## config.mk

```make
export PLATFORM = sky130hd
export DESIGN_NAME = cfg_supervisor
export DESIGN_NICKNAME = d
export VERILOG_FILES = /design/src/rtl/cfg_sup_pkg.sv /design/src/rtl/cfg_hdr_check.sv /design/src/rtl/cfg_unlock_match.sv /design/src/rtl/cfg_wdog_timer.sv /design/src/rtl/cfg_supervisor.sv
export SDC_FILE = /design/constraint.sdc
export NUM_CORES = 1
export LEC_CHECK = 0
export BUFFER_PORTS_ARGS = -buffer_cell sky130_fd_sc_hd__buf_4
export CAP_MARGIN = 20
export CELL_PAD_IN_SITES_DETAIL_PLACEMENT = 1
export CELL_PAD_IN_SITES_GLOBAL_PLACEMENT = 1
export CORE_ASPECT_RATIO = 1.5
export CORE_MARGIN = 3
export CORE_UTILIZATION = 37
export CTS_CLUSTER_DIAMETER = 150
export CTS_CLUSTER_SIZE = 28
export DETAILED_ROUTE_END_ITERATION = 6
export PLACE_DENSITY = 0.83
export SETUP_SLACK_MARGIN = 0.2
export SLEW_MARGIN = 20
export SYNTH_ARGS = -nofsm -noshare
export SYNTH_HDL_FRONTEND = slang
export SYNTH_SLANG_ARGS = --single-unit
```

## constraint.sdc

```tcl
create_clock -name clk -period 1.9 [get_ports clk]
set_input_delay 0.475 -clock clk [delete_from_list [all_inputs] [get_ports clk]]
set_output_delay 0.475 -clock clk [all_outputs]
set_load 0.02 [all_outputs]
```

## src/rtl/cfg_sup_pkg.sv

```systemverilog
package cfg_sup_pkg;
   typedef enum logic [2:0] {
      ST_IDLE,
      ST_SCAN,
      ST_LOAD_USER,
      ST_WAIT_DONE,
      ST_WATCHDOG,
      ST_RUNNING,
      ST_LOAD_FB
   } sup_state_t;
endpackage

```

## src/rtl/cfg_hdr_check.sv

```systemverilog
module cfg_hdr_check #(
   parameter int                DATA_W    = 16,
   parameter logic [DATA_W-1:0] MAGIC     = 16'hC0DE,
   parameter int                CHECK_SUM = 1
) (
   input  logic [DATA_W-1:0] w_magic,
   input  logic [DATA_W-1:0] w_size,
   input  logic [DATA_W-1:0] w_sum,
   output logic              hdr_ok
);
   generate
      if (CHECK_SUM != 0) begin : g_sum
         always_comb hdr_ok = (w_magic == MAGIC) && (w_sum == ~(w_magic ^ w_size));
      end else begin : g_magic_only
         logic [DATA_W-1:0] unused_w;
         assign unused_w = w_size ^ w_sum;
         always_comb hdr_ok = (w_magic == MAGIC);
      end
   endgenerate
endmodule

```

## src/rtl/cfg_unlock_match.sv

```systemverilog
module cfg_unlock_match #(
   parameter int                DATA_W = 16,
   parameter logic [DATA_W-1:0] KEY0   = 16'h5A17,
   parameter logic [DATA_W-1:0] KEY1   = 16'hC3E8,
   parameter logic [DATA_W-1:0] KEY2   = 16'h0F96
) (
   input  logic              clk,
   input  logic              rst_n,
   input  logic              en,
   input  logic              wr,
   input  logic [DATA_W-1:0] wdata,
   output logic              hit
);
   logic [1:0]        step;
   logic [DATA_W-1:0] want;

   always_comb begin
      case (step)
         2'd0:    want = KEY0;
         2'd1:    want = KEY1;
         default: want = KEY2;
      endcase
   end

   assign hit = en && wr && (step == 2'd2) && (wdata == KEY2);

   always_ff @(posedge clk) begin
      if (!rst_n || !en) begin
         step <= 2'd0;
      end else if (wr) begin
         if (wdata == want && step != 2'd2) step <= step + 2'd1;
         else                               step <= 2'd0;
      end
   end
endmodule

```

## src/rtl/cfg_wdog_timer.sv

```systemverilog
module cfg_wdog_timer #(
   parameter int WDOG_CYCLES = 64,
   localparam int CW = (WDOG_CYCLES > 2) ? $clog2(WDOG_CYCLES) : 1
) (
   input  logic clk,
   input  logic rst_n,
   input  logic en,
   output logic expired
);
   logic [CW-1:0] cnt;

   assign expired = en && (cnt == CW'(WDOG_CYCLES - 1));

   always_ff @(posedge clk) begin
      if (!rst_n || !en) cnt <= '0;
      else if (!expired) cnt <= cnt + 1'b1;
   end
endmodule

```

## src/rtl/cfg_supervisor.sv

```systemverilog
module cfg_supervisor
   import cfg_sup_pkg::*;
#(
   parameter int                DATA_W      = 16,
   parameter int                N_USER      = 3,
   parameter int                SLOT_AW     = 4,
   parameter int                WDOG_CYCLES = 64,
   parameter int                CHECK_SUM   = 1,
   parameter logic [DATA_W-1:0] MAGIC       = 16'hC0DE,
   parameter logic [DATA_W-1:0] KEY0        = 16'h5A17,
   parameter logic [DATA_W-1:0] KEY1        = 16'hC3E8,
   parameter logic [DATA_W-1:0] KEY2        = 16'h0F96,
   localparam int SLOT_W   = $clog2(N_USER + 1),
   localparam int FLASH_AW = SLOT_W + SLOT_AW
) (
   input  logic                clk,
   input  logic                rst_n,
   output logic [FLASH_AW-1:0] flash_addr,
   input  logic [DATA_W-1:0]   flash_rdata,
   output logic                cfg_start,
   output logic [SLOT_W-1:0]   cfg_slot,
   input  logic                cfg_done,
   input  logic                host_wr,
   input  logic [DATA_W-1:0]   host_wdata,
   output logic [SLOT_W-1:0]   stat_slot,
   output logic                stat_fallback,
   output logic                stat_wdog_armed,
   output logic                stat_running
);
   localparam logic [SLOT_W-1:0] LAST_SLOT = SLOT_W'(N_USER);

   generate
      if (N_USER < 1)       begin : g_bad_nuser $error("N_USER must be at least 1"); end
      if (SLOT_AW < 2)      begin : g_bad_slot  $error("SLOT_AW must be at least 2"); end
      if (WDOG_CYCLES < 2)  begin : g_bad_wdog  $error("WDOG_CYCLES must be at least 2"); end
      if (DATA_W < 8)       begin : g_bad_width $error("DATA_W must be at least 8"); end
   endgenerate

   sup_state_t        state;
   logic [SLOT_W-1:0] slot_cnt;
   logic [1:0]        word_idx;
   logic [DATA_W-1:0] w_magic, w_size;
   logic [SLOT_W-1:0] active_slot;
   logic              fb_mode;
   logic              hdr_ok, unlock_hit, wdog_expired, armed;

   assign armed      = (state == ST_WATCHDOG);
   assign flash_addr = {slot_cnt, {(SLOT_AW-2){1'b0}}, word_idx};

   cfg_hdr_check #(.DATA_W(DATA_W), .MAGIC(MAGIC), .CHECK_SUM(CHECK_SUM)) i_hdr (
      .w_magic (w_magic),
      .w_size  (w_size),
      .w_sum   (flash_rdata),
      .hdr_ok  (hdr_ok)
   );

   cfg_unlock_match #(.DATA_W(DATA_W), .KEY0(KEY0), .KEY1(KEY1), .KEY2(KEY2)) i_match (
      .clk   (clk),
      .rst_n (rst_n),
      .en    (armed),
      .wr    (host_wr),
      .wdata (host_wdata),
      .hit   (unlock_hit)
   );

   cfg_wdog_timer #(.WDOG_CYCLES(WDOG_CYCLES)) i_wdog (
      .clk     (clk),
      .rst_n   (rst_n),
      .en      (armed),
      .expired (wdog_expired)
   );

   always_ff @(posedge clk) begin
      if (!rst_n) begin
         state       <= ST_IDLE;
         slot_cnt    <= '0;
         word_idx    <= '0;
         w_magic     <= '0;
         w_size      <= '0;
         active_slot <= '0;
         fb_mode     <= 1'b0;
      end else begin
         case (state)
            ST_IDLE: begin
               slot_cnt <= SLOT_W'(1);
               word_idx <= '0;
               state    <= ST_SCAN;
            end
            ST_SCAN: begin
               if (word_idx == 2'd0) w_magic <= flash_rdata;
               if (word_idx == 2'd1) w_size  <= flash_rdata;
               if (word_idx == 2'd2) begin
                  word_idx <= '0;
                  if (hdr_ok)                     state    <= ST_LOAD_USER;
                  else if (slot_cnt == LAST_SLOT) state    <= ST_LOAD_FB;
                  else                            slot_cnt <= slot_cnt + 1'b1;
               end else begin
                  word_idx <= word_idx + 2'd1;
               end
            end
            ST_LOAD_USER: begin
               active_slot <= slot_cnt;
               fb_mode     <= 1'b0;
               state       <= ST_WAIT_DONE;
            end
            ST_LOAD_FB: begin
               active_slot <= '0;
               fb_mode     <= 1'b1;
               state       <= ST_WAIT_DONE;
            end
            ST_WAIT_DONE: begin
               if (cfg_done) state <= fb_mode ? ST_RUNNING : ST_WATCHDOG;
            end
            ST_WATCHDOG: begin
               if (unlock_hit)        state <= ST_RUNNING;
               else if (wdog_expired) state <= ST_LOAD_FB;
            end
            ST_RUNNING: state <= ST_RUNNING;
            default:    state <= ST_IDLE;
         endcase
      end
   end

   assign cfg_start       = (state == ST_LOAD_USER) || (state == ST_LOAD_FB);
   assign cfg_slot        = (state == ST_LOAD_FB) ? '0 : slot_cnt;
   assign stat_slot       = active_slot;
   assign stat_fallback   = fb_mode;
   assign stat_wdog_armed = armed;
   assign stat_running    = (state == ST_RUNNING);
endmodule

```

==> Word level (Yosys, flattened, before mapping) <==
Index checks and enable logic that the tools add are counted.
{ "classes": {"add_sub_neg": 4, "n_mul": 0, "div": 0, "order_cmp": 0, "n_eq_ne": 23, "shifts": 0, "muxes": 19, "bitwise": 2, "reduce_logical": 20} }
{ "ops": {"columns": ["op", "count"], "rows": [
  ["$eq 16x16->1", 2],
  ["$pmux 16 s2", 1],
  ["$mux 3", 6],
  ["$pmux 3 s6", 1],
  ["$eq 16x12->1 const B", 1],
  ["$eq 16x16->1 const B", 1],
  ["$not 16->16", 1],
  ["$xor 16x16->16", 1],
  ["$mux 2", 6],
  ["$pmux 2 s2", 3],
  ["$ne 2x2->1 const B", 5],
  ["$eq 3x3->1 const B", 3],
  ["$reduce_and 4->1", 2],
  ["$add 2x1->2 const B", 3],
  ["$add 6x1->6 const B", 1],
  ["$eq 2x2->1 const B", 3],
  ["$eq 3x2->1 const B", 2],
  ["$eq 6x6->1 const B", 1],
  ["$logic_and 1x1->1", 6],
  ["$eq 2x1->1 const B", 2],
  ["$logic_not 2->1", 2],
  ["$reduce_and 2->1", 2],
  ["$reduce_bool 2->1", 2],
  ["$eq 3x1->1 const B", 1],
  ["other kinds (8)", 10]
]} }
{ "totals": {"reg_bits": 50, "latch_bits": 0, "mem_bits_rw": 0, "romBits": 0, "n_memories": 0} }

==> Longest topological paths before layout <==
Gate-level depths: netlist (run 1).
{ "logic_depth": {"depth_word": 7, "ltp_mapped": 8} }

==> Cells and area by module <==
Synthesis (run 1) repeated with hierarchy kept, for this count alone.
{ "hier_totals": {"hier_cells": 314, "hier_area_um2": 2758.9} }
{ "modules_own_cells": {"columns": ["module", "n_inst", "cells_each", "area_per_inst_um2"], "rows": [
  ["cfg_supervisor", 1, 212, 1844.3],
  ["cfg_hdr_check", 1, 36, 361.6],
  ["cfg_wdog_timer", 1, 34, 282.8],
  ["cfg_unlock_match", 1, 32, 270.3]
]} }

==> Worst setup path before layout (run 1) <==
No wires, ideal clock.
{ "synth_path": {"path_kind": "input-to-reg", "start": "input flash_rdata[6]", "end": "register state[0]", "arrival_ps": 1775, "t_required_ps": 1780, "setup_slack_ps": 5, "path_stages": 6, "path_buffers": 0, "cell_sequence": "xnor3_1 > nor4_1 > nand4_1 > and4b_1 > nor3_1 > o31a_1"} }
{ "synth_via": {"elab_chain_len": 5, "elab_cells_between_ends": 7, "cone_classes": "eq/ne (2); mux (3); reduce/logical (2)"} }
{ "synth_rtl": {"columns": ["item", "line", "text"], "rows": [
  ["from (decl)", "cfg_supervisor.sv:19", "input logic [DATA_W-1:0] flash_rdata,"],
  ["$eq 16x16->1 (*)", "cfg_hdr_check.sv:13", "always_comb hdr_ok = (w_magic == MAGIC) && (w_sum == ~(w_magic ^ w_size));"],
  ["$logic_and 1x1->1 (*)", "cfg_hdr_check.sv:13", null],
  ["$mux 3", "cfg_supervisor.sv:94", "if (hdr_ok) state <= ST_LOAD_USER;"],
  ["$mux 3", "cfg_supervisor.sv:92", "if (word_idx == 2'd2) begin"],
  ["$pmux 3 s6", "cfg_supervisor.sv:83", "case (state)"],
  ["to (signal assigned)", "cfg_supervisor.sv:112", "if (cfg_done) state <= fb_mode ? ST_RUNNING : ST_WATCHDOG;"],
  ["to (decl)", "cfg_supervisor.sv:39", "sup_state_t state;"]
]} }
Mark *: on every way between the ends. The rest lies on a longest branch, timed or not. The select of a mux whose other input is x is not followed.
A chain may end at the register's enable or synchronous reset.

==> Final worst setup path (run 1) <==
{ "layout_path": {"start": "register w_magic[8]", "end": "register slot_cnt[1]"} }
{ "layout_via": {"elab_chain_len": 6, "elab_cells_between_ends": 7, "cone_classes": "eq/ne (3); bitwise (2); reduce/logical (2)"} }
{ "layout_rtl": {"columns": ["item", "line", "text"], "rows": [
  ["from (decl)", "cfg_supervisor.sv:42", "logic [DATA_W-1:0] w_magic, w_size;"],
  ["from (signal assigned)", "cfg_supervisor.sv:90", "if (word_idx == 2'd0) w_magic <= flash_rdata;"],
  ["$xor 16x16->16", "cfg_hdr_check.sv:13", null],
  ["$not 16->16", "cfg_hdr_check.sv:13", null],
  ["$eq 16x16->1", "cfg_hdr_check.sv:13", null],
  ["$logic_and 1x1->1 (*)", "cfg_hdr_check.sv:13", null],
  ["$ne 2x2->1 (no line) (*)", null, null],
  ["$reduce_and 4->1 (no line) (*)", null, null],
  ["to (signal assigned)", "cfg_supervisor.sv:96", "else slot_cnt <= slot_cnt + 1'b1;"],
  ["to (decl)", "cfg_supervisor.sv:40", "logic [SLOT_W-1:0] slot_cnt;"]
]} }
Mark *: on every way between the ends. The rest lies on a longest branch, timed or not.

==> flow_metrics.tcl, run 1 <==
set metrics [dict create \
    setup_ws_ns -0.0980 \
    routed_wl_um 7800 \
    fin_crit_ns 2.00 \
    path_cells "nor4b_4 -> o211ai_1 -> nor4_4 -> buf_4 -> nand4b_4 -> mux2_4 -> a21oi_2" \
    leakage_nw 1.48 \
    path_buf_inv 1 \
    status "finished with violations" \
    final_cell_area_mm2 0.00359 \
    start_util 0.392 \
    power.total_mw 2.89 \
    fin_crit_sh 1.05 \
    ctsRootBufferMaster "clkbuf_8" \
    diodes 0 \
    synth.area.top_cells "dfxtp_1 38%, mux2i_1 6.5%, a21oi_1 5.4%" \
    postRouteAntennaNets 0 \
    synth-edff-count 0 \
    yosysWarnings 0 \
    die_height_um 109 \
    area_growth_syn_to_layout_pct 37.1 \
    cp.required_ns 2.14 \
    drive_gt1_frac 0.364 \
    grt_setup_unrepaired "yes" \
    wl_per_cell_um 17.1 \
    cts_tree "yes" \
    synth_common_cells "50 x dfxtp_1, 34 x nand2_1, 28 x a21oi_1" \
    grt_pass1_wl_um 12000 \
    cp.arrival_ns 2.24 \
    coreArea_mm2 0.00667 \
    violations "negative setup slack" \
    ctsHtreeMaxLevel 2 \
    design.die.area_mm2 0.00814 \
    slowest_delay_ns 0.37 \
    crit_slowest_cell "dfxtp_1" \
    die_w_um 74.7 \
    clk_pin_slew_ns 0.09 \
    ys_ff_latch 50 \
    viasPerCell 5.46 \
    critPathMaxFanout 3 \
    worstSetupStartpointType "flop" \
    drc 0 \
    netlist_area_mm2 0.00262 \
    timing.hold.ws_ns 0.418 \
    timing.final.max_slew_violations 0 \
    cts_buffer_depth 2 \
    timing.fmax_mhz 500 \
    ys_async_sr_fraction 0 \
    synth_most_common_cell "dfxtp_1" \
    insertion_delay_ns 0.30 \
    antenna_found_initial 0 \
    stdcell_count 455 \
    seq_area_frac_synth 0.383 \
    io_pins 50 \
    dp_hpwl_um 5340 \
    drv_cap 0 \
    nets 420 \
    grt_pass1_vias 2634 \
    end_kind "flop" \
    cts_buffers 5 \
    num_vias 2486 \
    num_rows 36 \
    dp.cells 437 \
    yosysTopAreaCellShare 0.383 \
    grt_usage 0.190 \
    overflow 0 \
    synth_ff_type "dfxtp_1" \
    setup_tns_ns -0.253 \
    setup_viol 5 \
    place_area_mm2 0.00328 \
    synth_top_area_cell "dfxtp_1" \
    gp_congestion 0.795 \
    drt_pre_antenna_iters 4 \
    syn_inst 294 \
    grt_max_degree 21 \
    io_buffers 47 \
    critical_path_class "flop to flop" \
    power.density_mw_per_mm2 805 \
    clkSinkCount 50 \
    final_hold_viol_count 0 \
    fin_worst_skew_ns 0.00441 \
    drt_iter0_drc 82 \
    peakVddDrop_mv 0.466 \
    hold_class "primary input to flop" \
    yosysUniqueCellTypes 49 \
    critPathTopFamily "simple AND/OR/NAND/NOR gates" \
    avgSynthCellArea_um2 8.90 \
]
cells by family after synthesis:
kind of cell / synth area share
and+or+nand+nor: 0.245
adders and majority gates: 0.0287
AOI/OAI and AO/OA: 0.118
xor gates and xnor gates: 0.115
DFF: 0.383
other: 0.00143
muxes: 0.0708
buffers and inverters: 0.0378
report_power, final:
group          internal, mW  switching [mW]  total (mW)  leakage (nW)
Clock                 0.295           0.355       0.649        0.0482
Sequential             1.15           0.100        1.25         0.411
Combinational         0.491           0.500       0.992          1.02
Total                  1.93           0.955        2.89          1.48
final timing paths:
kind	to	start	slack, ns	depth (start not counted)
hold reg to reg	stat_slot[1]$_SDFFE_PN0P_	stat_slot[1]$_SDFFE_PN0P_	0.46	2
setup reg to reg	slot_cnt[1]$_SDFFE_PN0P_	w_magic[8]$_SDFFE_PN0P_	-0.1	7
setup / recovery	slot_cnt[1]$_SDFFE_PN0P_	w_magic[8]$_SDFFE_PN0P_	-0.1	7
hold / removal	word_idx[0]$_SDFFE_PN0P_	rst_n	0.42	2
cells in the final DEF, fill, tap and decap left out, types with 2 or more instances in the layout:
cell	instances
inv_4	2
ha_1	6
mux2i_1	16
dfxtp_4	2
and3_1	2
nand2_4	2
nor2_1	26
and2_1	2
nand2b_1	7
a21oi_2	2
inv_1	4
clkbuf_8	6
o21ai_1	2
dfxtp_2	8
nand3_1	20
conb_1	2
o21ai_0	4
nor4_2	3
xnor2_1	15
xor2_1	4
o21a_1	3
nand4_1	2
inv_2	4
xnor3_1	6
a21oi_1	27
dfxtp_1	40
nand4b_1	2
nor3_4	2
nand2_1	32
nand3b_1	2
buf_6	5
buf_4	84
through the flow:
stage / utilization / setup slack [ns]
finish: 0.538 / -0.0980
global route: 0.538 / -0.156
CTS: 0.523 / -0.0915
detailed placement: 0.492 / -0.334
global placement: 0.492 / -0.284
floorplan: - / 0.0536
metal layers:
metal,track usage,vias to the layer above,routed length [um]
met4,0.0611,0,203
met3,0.0240,17,273
met2,0.367,66,4380
li1,-,1194,-
met1,0.204,1209,2940
met5,0,-,0
state kept, by name (all words and copies together) (netlist names):
| register | flops |
|---|---|
| w_magic | 16 |
| state | 3 |
| i_wdog.cnt | 6 |
| word_idx | 2 |
| slot_cnt | 2 |
| stat_slot | 2 |
| w_size | 16 |
| stat_fallback | 1 |
| i_match.step | 2 |
layout make-up:
class	count	area, um^2
multi-input cells	222	1650
clock inverters	1	5.00
well taps	76	95.1
inverters	10	42.5
repair buffers	89	687
fillers	779	3080
clock buffers	7	86.3
flip-flops and latches	50	1020
worst reg2reg max path, delay by kind of cell, from the launching register on:
| kind | cells | cell delay (ns) |
|---|---|---|
| mux | 1 | 0.32 |
| buf+inv | 1 | 0.18 |
| compound gates | 2 | 0.29 |
| simple gates | 3 | 0.79 |
| flops | 1 | 0.37 |
what timing repair did:
item	4_1_cts	5_1_grt
buffers inserted	5	5
setup endpoints to repair	27	44
hold buffers	0	0
gates cloned	0	0
resized for setup	25	19
endpoints found under the hold margin	0	0
pin swaps	8	6
No activity file was read; power rests on OpenSTA's default activity.
==> run 2: changes to the inputs <==
--- a/config.mk
+++ b/config.mk
@@ -9,7 +9,7 @@
 export CAP_MARGIN = 20
 export CELL_PAD_IN_SITES_DETAIL_PLACEMENT = 1
 export CELL_PAD_IN_SITES_GLOBAL_PLACEMENT = 1
-export CORE_ASPECT_RATIO = 1.5
+export CORE_ASPECT_RATIO = 1.2
 export CORE_MARGIN = 3
 export CORE_UTILIZATION = 37
 export CTS_CLUSTER_DIAMETER = 150
@@ -17,7 +17,6 @@
 export DETAILED_ROUTE_END_ITERATION = 6
 export PLACE_DENSITY = 0.83
 export SETUP_SLACK_MARGIN = 0.2
-export SLEW_MARGIN = 20
 export SYNTH_ARGS = -nofsm -noshare
 export SYNTH_HDL_FRONTEND = slang
 export SYNTH_SLANG_ARGS = --single-unit
==> run 2 against run 1 <==
  * The run still ends with negative setup slack left
  * Setup slack got worse by 0.12 ns
  * Non-clock buffer count unchanged
  * Hold slack got worse by 0.011 ns
  * Utilization increased by 2.1 points
  * Flip-flop and latch count unchanged
  * Clock skew increased by 0.00058 ns
  * Critical endpoint unchanged
  * Global-route usage increased by 2.0 points
  * Die area decreased by 0.21%
  * Largest cell class unchanged
  * Power increased by 11%
==> flow_metrics.tcl, run 2 (synthesis results as in run 1) <==
set metrics [dict create \
    die_w_um 82.8 \
    worstRegToRegCells 7 \
    status "finished with violations" \
    cts_tree "yes" \
    drt_iter0_drc 39 \
    fin_worst_skew_ns 0.00499 \
    cts_buffers 5 \
    setup_viol 5 \
    antenna_found_initial 0 \
    num_vias 2489 \
    violations "negative setup slack" \
    grt_setup_unrepaired "yes" \
    power.density_mw_per_mm2 863 \
    io_buffers 47 \
    drv_cap 0 \
    clkSinkCount 50 \
    wl_per_cell_um 17.9 \
    hold_buffers 0 \
    drc 0 \
    setup_ws_ns -0.219 \
    dp_hpwl_um 5610 \
    hold_class "primary input to flop" \
    end_kind "flop" \
    whs_path_depth 2 \
    cts_buffer_depth 2 \
    cp.arrival_ns 2.36 \
    power.total_mw 3.21 \
    diodes 0 \
    drt_pre_antenna_iters 4 \
    final_util 0.559 \
    fin_crit_sh 1.12 \
    viasPerCell 5.36 \
    routed_wl_um 8310 \
    design.die.area_mm2 0.00812 \
    timing.fmax_mhz 472 \
    critPathMaxFanout 3 \
    drive_gt1_frac 0.393 \
    grt_usage 0.209 \
    ctsHtreeMaxLevel 2 \
    io_pins 50 \
    num_rows 32 \
    final_cell_area_mm2 0.00372 \
    critical_path_class "flop to flop" \
    grt_max_degree 34 \
    timing.hold.ws_ns 0.407 \
    cp.required_ns 2.14 \
    final_hold_viol_count 0 \
    start_util 0.394 \
    nets 420 \
    dp.cells 447 \
    layout_commonest_cell "buf_4" \
    clk_pin_slew_ns 0.09 \
    area_growth_syn_to_layout_pct 42.0 \
    overflow 0 \
    stdcell_count 464 \
    grt_pass1_wl_um 13100 \
    insertion_delay_ns 0.30 \
    gp_congestion 0.785 \
    leakage_nw 1.50 \
    peakVddDrop_mv 0.488 \
    postRouteAntennaNets 0 \
    timing.final.max_slew_violations 0 \
    grt_pass1_vias 2696 \
    reg_top3 "w_magic x16, w_size x16, i_wdog.cnt x6" \
    setup_tns_ns -0.787 \
    fin_crit_ns 2.12 \
    ctsRootBufferMaster "clkbuf_8" \
    pre_cts_slack_ns -0.332 \
    worstSetupStartpointType "flop" \
    final_cell_mix "84 x buf_4, 38 x dfxtp_1, 31 x nand2_1" \
    coreArea_mm2 0.00665 \
    place_area_mm2 0.00332 \
    die_height_um 98.1 \
]
==> run 2: cell types whose count changed in the layout (fill, tap and decap cells not counted), sizes merged <==
cell / delta
clkinv: -1
bufinv: +2
buf: -1
==> run 2: worst max-delay path: stages (launching register included) <==
cell and delay, ns:
dfxtp_2 0.34, buf_6 0.11, or4_4 0.53, nor4_4 0.31, buf_4 0.18, nand4b_4 0.13
mux2_4 0.33, a21oi_2 0.12
==> run 2: area by class of cell <==
cell class | count | area, um^2
tap | 85 | 106
clock inverter | 2 | 60.1
timing repair buffer | 89 | 718
multi-input combinational | 222 | 1690
clock buffer | 6 | 82.6
fill | 786 | 2930
inverter | 10 | 42.5
sequential | 50 | 1020
==> run 2: where the power goes <==
group / switching [mW] / leakage [nW] / internal [mW]
sequential: 0.0870 / 0.412 / 1.15
combinational: 0.534 / 1.01 / 0.525
clock: 0.354 / 0.0714 / 0.561
total: 0.975 / 1.50 / 2.23
==> run 2: final timing paths <==
kind,start,to,slack [ns]
worst max register to register,w_magic[11]$_SDFFE_PN0P_,slot_cnt[1]$_SDFFE_PN0P_,-0.22
worst min register to register,stat_slot[1]$_SDFFE_PN0P_,stat_slot[1]$_SDFFE_PN0P_,0.47
worst min-delay path,rst_n,word_idx[0]$_SDFFE_PN0P_,0.41
worst max-delay path,w_magic[11]$_SDFFE_PN0P_,slot_cnt[1]$_SDFFE_PN0P_,-0.22
==> run 2: repair_timing <==
action                                  4_1_cts  5_1_grt
endpoints found under the setup margin        9       37
pin swaps                                    16       10
buffers inserted                              5        3
resized for setup                            28       20
gates cloned                                  0        1
==> run 2: routing by layer <==
metal | part of all wire | GRT usage | up-vias
met5 | 0 | 0 | -
met4 | 0.018 | 0.0604 | 0
met3 | 0.035 | 0.0323 | 18
met2 | 0.57 | 0.410 | 55
met1 | 0.37 | 0.218 | 1217
li1 | - | - | 1199
==> run 3: changes to the inputs <==
--- a/config.mk
+++ b/config.mk
@@ -15,8 +15,8 @@
 export CTS_CLUSTER_DIAMETER = 150
 export CTS_CLUSTER_SIZE = 28
 export DETAILED_ROUTE_END_ITERATION = 6
-export PLACE_DENSITY = 0.83
-export SETUP_SLACK_MARGIN = 0.2
+export PLACE_DENSITY_LB_ADDON = 0.1
+export SETUP_SLACK_MARGIN = 0.5
 export SYNTH_ARGS = -nofsm -noshare
 export SYNTH_HDL_FRONTEND = slang
 export SYNTH_SLANG_ARGS = --single-unit
==> run 3 against run 2 <==
  * The flow still finishes with violations (negative setup slack)
  * Utilization grew 3.1 points
  * Flip-flop and latch count unchanged
  * Fmax increased by 9.0%
  * Combinational power up 21%
  * Sequential power about the same
  * Sequential share of layout area down 1.2 points
  * First-iteration DRC count rose by 95%
  * Final cell count is 2.6% higher
  * Non-clock buffer count increased by 12
  * Critical endpoint is now state[0]$_SDFFE_PN0P_
  * Largest cell class unchanged
  * Largest power group is now combinational logic
==> flow_metrics.tcl, run 3 (synthesis results as in run 1) <==
set metrics [dict create \
    hold_class "primary input to flop" \
    layout_commonest_cell "buf_4" \
    crit_start "w_size[14]$_SDFFE_PN0P_" \
    violations "negative setup slack" \
    wl_per_cell_um 17.4 \
    overflow 0 \
    diodes 0 \
    timing.hold.ws_ns 0.434 \
    m1WireLength_um 3380 \
    timing.fmax_mhz 514 \
    insertion_delay_ns 0.30 \
    num_rows 32 \
    power.density_mw_per_mm2 807 \
    die_w_um 82.8 \
    viasPerCell 5.30 \
    crit_slowest_cell "xnor3_1" \
    fin_worst_skew_ns 0.00418 \
    timing.final.max_slew_violations 0 \
    grt_max_degree 26 \
    r2r-start "w_size[14]$_SDFFE_PN0P_" \
    coreArea_mm2 0.00665 \
    fin_crit_ns 1.95 \
    antenna_found_initial 0 \
    drt_iter0_drc 76 \
    end_kind "flop" \
    drv_cap 0 \
    grt_pass1_vias 2445 \
    place_area_mm2 0.00333 \
    die_height_um 98.1 \
    num_vias 2522 \
    grt_usage 0.183 \
    setup_viol 4 \
    routed_wl_um 8300 \
    final_cell_mix "84 x buf_4, 36 x dfxtp_1, 30 x nand2_1" \
    reg_top3 "w_magic x16, w_size x16, i_wdog.cnt x6" \
    reg2reg_slack_ns -0.05 \
    nets 432 \
    final_cell_area_mm2 0.00392 \
    status "finished with violations" \
    wl_met3_um 313 \
    leakage_nw 1.59 \
    ctsRootBufferMaster "clkbuf_8" \
    ctsHtreeMaxLevel 2 \
    drt_pre_antenna_iters 4 \
    grt_pass1_wl_um 11600 \
    io_buffers 47 \
    drive_gt1_frac 0.432 \
    cts_buffer_depth 2 \
    r2r-end "state[0]$_SDFFE_PN0P_" \
    worstSetupStartpointType "flop" \
    worstRegToRegCells 6 \
    power.total_mw 3.17 \
    slowest_delay_ns 0.40 \
    dr_wl_met2_um 4520 \
    crit_end "state[0]$_SDFFE_PN0P_" \
    cts_buffers 5 \
    postRouteAntennaNets 0 \
    fin_crit_sh 1.02 \
    cp.arrival_ns 2.14 \
    path_cells "xnor3_1 -> nor4_2 -> nand4_1 -> and4b_2 -> nor3_4 -> o31a_1" \
    final_hold_viol_count 0 \
    clkSinkCount 50 \
    hold_buffers 0 \
    design.die.area_mm2 0.00812 \
    start_util 0.394 \
    gp_congestion 0.801 \
    critical_path_class "flop to flop" \
    drc 0 \
    cp.required_ns 2.09 \
    grt_setup_unrepaired "yes" \
    critPathMaxFanout 3 \
    peakVddDrop_mv 0.421 \
    setup_ws_ns -0.0452 \
    dp_hpwl_um 5170 \
    io_pins 50 \
    clk_pin_slew_ns 0.09 \
    area_growth_syn_to_layout_pct 50.0 \
    cts_tree "yes" \
    top_layer "met4" \
]
==> run 3: per-stage QoR <==
step	setup WS (ns)	setup TNS [ns]	std cells	util
after CTS	-0.130	-0.490	459	0.534
after detailed placement	-0.277	-1.10	447	0.502
after global routing	-0.142	-0.602	476	0.590
after floorplan	0.0612	0	295	-
after global placement	-0.242	-0.935	447	0.502
final	-0.0452	-0.102	476	0.590
==> run 3: critical path, delay by kind of cell, from the launching register on <==
| family | cells | cell delay, ns |
|---|---|---|
| AOI/OAI and AO/OA | 1 | 0.25 |
| and+or+nand+nor | 4 | 0.85 |
| DFF | 1 | 0.33 |
| xor gates and xnor gates | 1 | 0.40 |
==> run 3: routing by layer <==
metal / vias to the layer above / GRT usage
met5: - / 0
met4: 0 / 0.0390
met3: 8 / 0.0277
met2: 58 / 0.327
met1: 1233 / 0.228
li1: 1223 / -
==> run 3: worst min path at each step <==
| stage | start | end | slack [ns] | cells after the start |
|---|---|---|---|---|
| after floorplan | w_size[4]$_SDFFE_PN0P_ | w_size[4]$_SDFFE_PN0P_ | 0.43 | 2 |
| after global placement | w_size[4]$_SDFFE_PN0P_ | w_size[4]$_SDFFE_PN0P_ | 0.44 | 2 |
| after detailed placement | w_size[4]$_SDFFE_PN0P_ | w_size[4]$_SDFFE_PN0P_ | 0.45 | 2 |
| after CTS | rst_n | word_idx[0]$_SDFFE_PN0P_ | 0.42 | 2 |
| after global routing | rst_n | word_idx[0]$_SDFFE_PN0P_ | 0.42 | 2 |
| final | rst_n | word_idx[0]$_SDFFE_PN0P_ | 0.43 | 2 |
==> run 3: timing repair <==
| action | CTS | global route |
|---|---|---|
| endpoints found under the setup margin | 50 | 52 |
| pin swaps | 8 | 11 |
| gates cloned | 1 | 2 |
| buffers inserted | 3 | 15 |
| gates resized for setup | 24 | 48 |
==> run 3: where the power goes <==
part           internal, mW  total, mW  leakage (nW)  switching [mW]
Combinational         0.690       1.28          1.13           0.589
Sequential             1.15       1.24         0.413          0.0949
Clock                 0.295      0.644        0.0482           0.349
==> run 3: cell type report <==
type	instances	area [um^2]
Inverter	10	42.5
Timing Repair Buffer	101	910
Multi-Input combinational cell	222	1750
Sequential cell	50	1030
Clock buffer	7	86.3
Clock inverter	1	5.00
Tap cell	85	106
Fill cell	764	2720
